<file path="config.mk">
export PLATFORM = sky130hd
export DESIGN_NAME = delta_route_net
export DESIGN_NICKNAME = d
export VERILOG_FILES = /design/src/rtl/dn_pkg.sv /design/src/rtl/dn_switch.sv /design/src/rtl/dn_stage.sv /design/src/rtl/delta_route_net.sv
export SDC_FILE = /design/constraint.sdc
export NUM_CORES = 1
export LEC_CHECK = 0
export BUFFER_PORTS_ARGS = -buffer_cell sky130_fd_sc_hd__buf_2
export CAP_MARGIN = 20
export CORE_MARGIN = 1.5
export CORE_UTILIZATION = 51
export DETAILED_ROUTE_END_ITERATION = 16
export GPL_TIMING_DRIVEN = 0
export PLACE_DENSITY = 0.88
export SLEW_MARGIN = 10
export SYNTH_ARGS = -nofsm -noshare
export SYNTH_HDL_FRONTEND = slang
export SYNTH_SLANG_ARGS = --single-unit
</file>
<file path="constraint.sdc">
create_clock -name clk -period 1.06 [get_ports clk]
set_input_delay 0.053 -clock clk [delete_from_list [all_inputs] [get_ports clk]]
set_output_delay 0.053 -clock clk [all_outputs]
set_load 0.05 [all_outputs]
</file>
<file path="src/rtl/dn_pkg.sv">
package dn_pkg;
  // Index of the previous-column link that feeds shuffled position j.
  function automatic int shuf_src(input int j, input int k);
    return (j >> 1) | ((j & 1) << (k - 1));
  endfunction
endpackage

</file>
<file path="src/rtl/dn_switch.sv">
module dn_switch #(
  parameter int PW  = 8,
  parameter int K   = 3,
  parameter int SEL = 0,
  localparam int CW = 1 + 2 * K + PW
) (
  input  logic          clk,
  input  logic          rst_n,
  input  logic [CW-1:0] up_i,
  input  logic [CW-1:0] dn_i,
  output logic [CW-1:0] q0_o,
  output logic [CW-1:0] q1_o,
  output logic          conf_o
);
  localparam int VB = CW - 1;
  localparam int DB = PW + K + SEL;

  logic up_v, dn_v, up_b, dn_b, hit;
  logic [CW-1:0] n0, n1;

  assign up_v = up_i[VB];
  assign dn_v = dn_i[VB];
  assign up_b = up_i[DB];
  assign dn_b = dn_i[DB];

  always_comb begin
    n0  = '0;
    n1  = '0;
    hit = up_v && dn_v && (up_b == dn_b);
    if (up_v && !up_b)      n0 = up_i;
    else if (dn_v && !dn_b) n0 = dn_i;
    if (up_v && up_b)       n1 = up_i;
    else if (dn_v && dn_b)  n1 = dn_i;
  end

  always_ff @(posedge clk or negedge rst_n) begin
    if (!rst_n) begin
      q0_o   <= '0;
      q1_o   <= '0;
      conf_o <= 1'b0;
    end else begin
      q0_o   <= n0;
      q1_o   <= n1;
      conf_o <= hit;
    end
  end

  // even link only carries label bit 0, odd link only bit 1
  a_r4_even_link: assert property (@(posedge clk) disable iff (!rst_n)
    q0_o[VB] |-> !q0_o[DB]);
  a_r4_odd_link: assert property (@(posedge clk) disable iff (!rst_n)
    q1_o[VB] |-> q1_o[DB]);
  // on contention the upper cell is what leaves
  a_r5_upper_wins: assert property (@(posedge clk) disable iff (!rst_n)
    (up_v && dn_v && (up_b == dn_b)) |=>
      (($past(up_b) ? q1_o : q0_o) == $past(up_i)));
  // a flagged element delivers exactly one cell
  a_r6_one_survivor: assert property (@(posedge clk) disable iff (!rst_n)
    conf_o |-> ($countones({q0_o[VB], q1_o[VB]}) == 1));
  // idle inputs give idle outputs and no flag
  a_r7_idle: assert property (@(posedge clk) disable iff (!rst_n)
    (!up_v && !dn_v) |=> (!q0_o[VB] && !q1_o[VB] && !conf_o));
endmodule

</file>
<file path="src/rtl/dn_stage.sv">
module dn_stage #(
  parameter int PW = 8,
  parameter int K  = 3,
  parameter int S  = 0,
  localparam int N  = 1 << K,
  localparam int NE = N / 2,
  localparam int CW = 1 + 2 * K + PW
) (
  input  logic                  clk,
  input  logic                  rst_n,
  input  logic [N-1:0][CW-1:0]  cells_i,
  output logic [N-1:0][CW-1:0]  cells_o,
  output logic [NE-1:0]         conf_o
);
  for (genvar e = 0; e < NE; e++) begin : g_el
    localparam int UA = dn_pkg::shuf_src(2 * e, K);
    localparam int UB = dn_pkg::shuf_src(2 * e + 1, K);
    dn_switch #(.PW(PW), .K(K), .SEL(K - 1 - S)) u_sw (
      .clk   (clk),
      .rst_n (rst_n),
      .up_i  (cells_i[UA]),
      .dn_i  (cells_i[UB]),
      .q0_o  (cells_o[2*e]),
      .q1_o  (cells_o[2*e+1]),
      .conf_o(conf_o[e])
    );
  end
endmodule

</file>
<file path="src/rtl/delta_route_net.sv">
module delta_route_net #(
  parameter int K  = 3,
  parameter int PW = 8,
  localparam int N  = 1 << K,
  localparam int NE = N / 2,
  localparam int CW = 1 + 2 * K + PW
) (
  input  logic            clk,
  input  logic            rst_n,
  input  logic [N-1:0]    in_valid,
  input  logic [N*K-1:0]  in_dst,
  input  logic [N*PW-1:0] in_data,
  output logic [N-1:0]    out_valid,
  output logic [N*K-1:0]  out_src,
  output logic [N*PW-1:0] out_data,
  output logic [K*NE-1:0] conflict
);
  logic [N-1:0][CW-1:0] link [K+1];

  for (genvar i = 0; i < N; i++) begin : g_port
    localparam logic [K-1:0] ORG = K'(i);
    assign link[0][i] = {in_valid[i], in_dst[i*K +: K], ORG, in_data[i*PW +: PW]};
    assign out_valid[i]        = link[K][i][CW-1];
    assign out_src[i*K +: K]   = link[K][i][PW +: K];
    assign out_data[i*PW +: PW] = link[K][i][PW-1:0];

    // every cell on final link i carries label i
    a_r1_label_match: assert property (@(posedge clk) disable iff (!rst_n)
      link[K][i][CW-1] |-> (link[K][i][PW+K +: K] == ORG));
  end

  for (genvar s = 0; s < K; s++) begin : g_col
    dn_stage #(.PW(PW), .K(K), .S(s)) u_st (
      .clk    (clk),
      .rst_n  (rst_n),
      .cells_i(link[s]),
      .cells_o(link[s+1]),
      .conf_o (conflict[s*NE +: NE])
    );
  end
endmodule

</file>
# After elaboration in Yosys (flattened, before gate mapping)
# Index checks and enable logic that the tools add are counted.
dict set report totals {
  ff_bits 372
  latchBits 0
  mem_bits_rw 0
  romBits 0
  inputBits 98
  output_inout_bits 108
  wordCells 192
  n_memories 0
}
dict set report classes {
  addsub 0
  n_mul 0
  n_div 0
  order_cmp 0
  n_eq_ne 12
  n_shift 0
  muxes 48
  bitwise_logic 0
  reduce_logical 96
}
# cell count
set op_table {}
lappend op_table {{$mux W15} 48}
lappend op_table {{$logic_and A1 B1 Y1} 72}
lappend op_table {{$logic_not A1 Y1} 24}
lappend op_table {{$eq A1 B1 Y1} 12}

# Logic depth before layout (Yosys ltp)
dict set report depth {
  ltp_word 4
  mapped_depth 4
  ltp_nobuf 2
}

# Modules after synthesis
# Synthesis repeated with hierarchy kept, for this count alone.
dict set report unflattened {
  cells_unflattened 1426
  area_unflattened_um2 16673.5
}
# module n_inst cells_each area_per_inst_um2 seq_area_each_um2
set by_module_without_submodules {}
lappend by_module_without_submodules {{dn_switch (g_col[0].u_st.g_el[0].u_sw ...)} 4 119 1392.6 775.7}
lappend by_module_without_submodules {{dn_switch (g_col[1].u_st.g_el[0].u_sw ...)} 4 119 1391.3 775.7}
lappend by_module_without_submodules {{dn_switch (g_col[2].u_st.g_el[0].u_sw ...)} 4 118 1382.6 775.7}
lappend by_module_without_submodules {delta_route_net 1 2 7.5 0.0}

# Worst setup path before layout
# OpenSTA, ideal clock, no wires.
dict set report synth_path {
  path_type {register -> register}
  startpoint {register g_col[0].u_st.g_el[1].u_sw.q0_o[12]}
  endpoint {register g_col[1].u_st.g_el[2].u_sw.q0_o[10]}
  setup_ns 0.120
  arrival_time_ns 0.931
  required_time_ns 0.940
  slack_ns 0.010
  path_stages_with_launch 4
  n_path_buf 1
  synth_period_minus_slack_ns 1.050
  path_cell_list {dfrtp_1 -> nand2b_1 -> buf_4 -> a31o_1}
}
dict set report synth_via {
  elab_chain_cells 3
}
# element line_no
set synth_lines {}
lappend synth_lines {{from (decl)} dn_switch.sv:11} ;# output logic [CW-1:0] q0_o,
lappend synth_lines {{from (signal assigned)} dn_switch.sv:42} ;# q0_o <= n0;
lappend synth_lines {{$logic_not A1 Y1} dn_switch.sv:30} ;# if (up_v && !up_b) n0 = up_i;
lappend synth_lines {{$logic_and A1 B1 Y1} dn_switch.sv:30}
lappend synth_lines {{$mux W15} dn_switch.sv:30}
lappend synth_lines {{net g_col[1].u_st.g_el[2].u_sw.n0[10]} dn_switch.sv:19} ;# logic [CW-1:0] n0, n1;
lappend synth_lines {{to (signal assigned)} dn_switch.sv:42}
lappend synth_lines {{to (decl)} dn_switch.sv:11}
# The timed path passes the listed nets, and every way through them passes these cells.

# Worst setup path in the final report
dict set report layout_path {
  startpoint {register g_col[0].u_st.g_el[1].u_sw.conf_o}
  endpoint {output port conflict[1]}
}
# element line_no
set layout_lines {}
lappend layout_lines {{from (decl)} dn_switch.sv:13} ;# output logic conf_o
lappend layout_lines {{from (signal assigned)} dn_switch.sv:44} ;# conf_o <= hit;
lappend layout_lines {{to (decl)} delta_route_net.sv:16} ;# output logic [K*NE-1:0] conflict
# No word-level cell between the ends.

==> results.md <==
* Clock network latency to the later pin of the worst-skew pair at 0.57 ns
* Syn Inst Count at 1176
* Aggregate routed wire length at 46.9 mm
* Max Freq at 818 MHz
* Worst Slack Setup Final at -0.163 ns
* Routability congestion estimate at 0.971
* Clock slew at reported path FFs at 0.06 ns
* Total half-perimeter wirelength after legalization and detailed placement at 26.0 mm
* Synth cell types at 23
* Die extent in y at 165 um
* Result of the run: complete, but fails checks
* First-pass GRT wire length at 65.3 mm
* Setup crit start kind: register
* Setup repair after global routing missed its margin: yes
* Number of sinks on the clock net at 310
* Die ar. at 27100 um2
* Routed vias/inst at 6.23
* Max-cap violation count at 0
* Number of antenna violations at the first check in global routing at 8
* Yosys synthesis warning count at 0
* Pin count of the biggest net entering global routing at 97
* Worst path slowest cell: sky130_fd_sc_hd__dfrtp_1
* Post-detailed-route DRC marker count at 0
* Post-Synthesis Net Count at 1274
* Data required, critical path at 1.01 ns
* TritonCTS clock tree: yes
* CTS Buf Count at 30
* Cell count after placement at 1714
* Buffering stage count on the worst path with inverters included at 1
* Path class of the lowest-slack min-delay path: input pin to async pin
* Core outline area at 25400 um2
* Largest delay contributor family on the critical path: flip-flops
* Worst stage delay on the critical path at 0.44 ns
* Kind of critical path: register to output pin
* Final cycle utilization of the critical path at 1.15
* Maximum ir drop on the vdd rail at 1380 uV
* Max Clock Skew at 0.0250 ns
* Detailed Route Iter0 Violations at 1383
* Clock H-tree levels at 1
* Worst Path Arrival at 1.17 ns
* Sequential area share after synthesis at 0.583
* GRT Total Usage at 0.313
* Sum of overflow across all layers after global routing at 0
* IO Port Bufs at 205
* Crit Path Max Fanout at 1
* Clock tree buffer depth at 3
* Total count of max-transition violations in the final report at 0
* Clock period minus worst slack at 1.22 ns
* Area growth, synth to finish at 50.3%
* Overall die width at 165 um
* Endpoint type of the worst setup path: output pin
* List of cells traversed by the critical path: buf_8
* Total of fill cells in the finished design at 1348
* Most common cell after layout, fill and taps aside: sky130_fd_sc_hd__dfrtp_1
* Fraction of the core area covered by cells at the end of the flow at 0.788
* Number of nets at the end of the flow at 1735
* Non-filler instance count after layout at 1998
* Commonest non-fill, non-tap cells in the layout: sky130_fd_sc_hd__dfrtp_1, sky130_fd_sc_hd__nand3_1, sky130_fd_sc_hd__buf_6
* Site row count at 58
* Minimum hold slack at -0.592 ns
* Starting utilization of the core area at 0.524
* Via count of the first global-routing pass at 11.9k
* 1st-pass router iterations at 7
* Mean instance size in the synthesized netlist at 11.3 um2
* Layout cells sized above 1 at 0.367
* Asr flop ratio synth at 1.00
* Total I/O pin count at 206
* Final setup violating endpoints at 233
* Total standard cell area after synthesis at 13300 um2
* Worst slew slack as a fraction of its limit at 0.674
* Post-detailed-route wirelength per cell at 23.5 um
* Slew at the pin closest to its max-slew limit at 0.489 ns
* Synth Register Bits at 310
* Detailed-route via count at 12.5k
* Fin. Hold Viols at 234
* Root Buffer: sky130_fd_sc_hd__clkbuf_16
* Violated checks: hold timing, setup timing
* Post-synth EDFFs at 0
* Top_reg_cell synth: sky130_fd_sc_hd__dfrtp_1
* Leakage dissipation at 9.75 nW
* Antenna violation net count after detailed routing at 0
* Pwr/cell area at 1500 nW/um2
==> path summary, 6_finish.rpt <==
path	start	end	slack (ns)	cells after the start
setup / recovery	g_col[0].u_st.g_el[1].u_sw.conf_o$_DFF_PN0_	conflict[1]	-0.16	1
hold / removal	rst_n	g_col[2].u_st.g_el[0].u_sw.q0_o[1]$_DFF_PN0_	-0.59	1
setup reg to reg	g_col[1].u_st.g_el[0].u_sw.q1_o[14]$_DFF_PN0_	g_col[2].u_st.g_el[1].u_sw.q0_o[4]$_DFF_PN0_	-0.15	3
hold reg to reg	g_col[1].u_st.g_el[2].u_sw.q1_o[10]$_DFF_PN0_	g_col[2].u_st.g_el[1].u_sw.q0_o[10]$_DFF_PN0_	0.52	1
max in group asynchronous	rst_n	g_col[1].u_st.g_el[3].u_sw.q1_o[14]$_DFF_PN0_	0.42	3
min in group clk	in_dst[17]	g_col[0].u_st.g_el[1].u_sw.q0_o[0]$_DFF_PN0_	0	3
==> cell families after synthesis <==
| kind of cell | share of synthesized area |
|---|---|
| buf+inv | 0.0606 |
| compound gates | 0.136 |
| xor+xnor | 0.00789 |
| simple gates | 0.212 |
| flops | 0.583 |
==> cell usage after synthesis, drive strengths merged, types with 12 or more instances <==
cell type / number / area [um2]
nand2b: 19 / 119
xnor2: 12 / 105
a31o: 122 / 1070
o21ai: 137 / 686
nand3: 250 / 1250
and3: 20 / 125
dfrtp: 310 / 7760
and2: 16 / 100
nor2: 12 / 45.0
inv: 12 / 45.0
nor2b: 12 / 105
and3b: 122 / 1070
buf: 109 / 704
==> registers in the layout, indices dropped and copies added, names as in the netlist <==
| register | cells |
|---|---|
| g_col.u_st.g_el.u_sw.conf_o | 12 |
| g_col.u_st.g_el.u_sw.q0_o | 149 |
| g_col.u_st.g_el.u_sw.q1_o | 149 |
==> what timing repair did <==
| item | CTS | global route |
|---|---|---|
| endpoints found under the setup margin | 265 | 308 |
| hold buffers | 164 | 7 |
| pin swaps | 62 | 47 |
| cloned | 20 | 11 |
| endpoints found under the hold margin | 333 | 164 |
| resized for setup | 394 | 178 |
| buffers inserted | 33 | 12 |
==> routing by layer <==
metal	track usage	part of all wire	up-vias	wire (um)
met4	0.112	0.037	4	1760
met5	0	0.00058	-	27
met1	0.414	0.37	6184	17500
met3	0.0565	0.10	164	4690
met2	0.518	0.49	920	23000
li1	-	-	5183	-
==> power breakdown <==
part / switching [mW] / internal (mW) / total [mW] / leakage, nW
clock: 4.70 / 7.04 / 11.7 / 0.527
combinational: 2.77 / 2.46 / 5.23 / 5.10
sequential: 0.660 / 12.5 / 13.1 / 4.12
total: 8.13 / 22.0 / 30.1 / 9.75
==> final cells by class <==
class                   instances  area (um2)  area share
diodes                          8        20.0     0.00100
multi-input cells             734        5390       0.269
inverters                      12        45.0     0.00225
plain buffers                 107        1030      0.0515
clock buffers                  39         836      0.0418
clock inverters                16         250      0.0125
flip-flops and latches        310        7790       0.389
well taps                     330         413      0.0206
repair buffers                442        4230       0.212
==> per-stage QoR <==
| stage | power (mW) | instance area [um2] | setup slack, ns | TNS, ns |
|---|---|---|---|---|
| 6_report | 30.1 | 20000 | -0.163 | -15.94 |
| 3_3_place_gp | 16.4 | 14800 | -5.24 | -1618.14 |
| 5_1_grt | 30.9 | 20000 | -0.158 | -19.55 |
| 3_5_place_dp | 16.5 | 14800 | -0.188 | -21.15 |
| 2_1_floorplan | 15.1 | 13300 | 0.00959 | 0 |
| 4_1_cts | 29.2 | 19100 | -0.171 | -11.81 |
(Power assumes the default switching activity.)
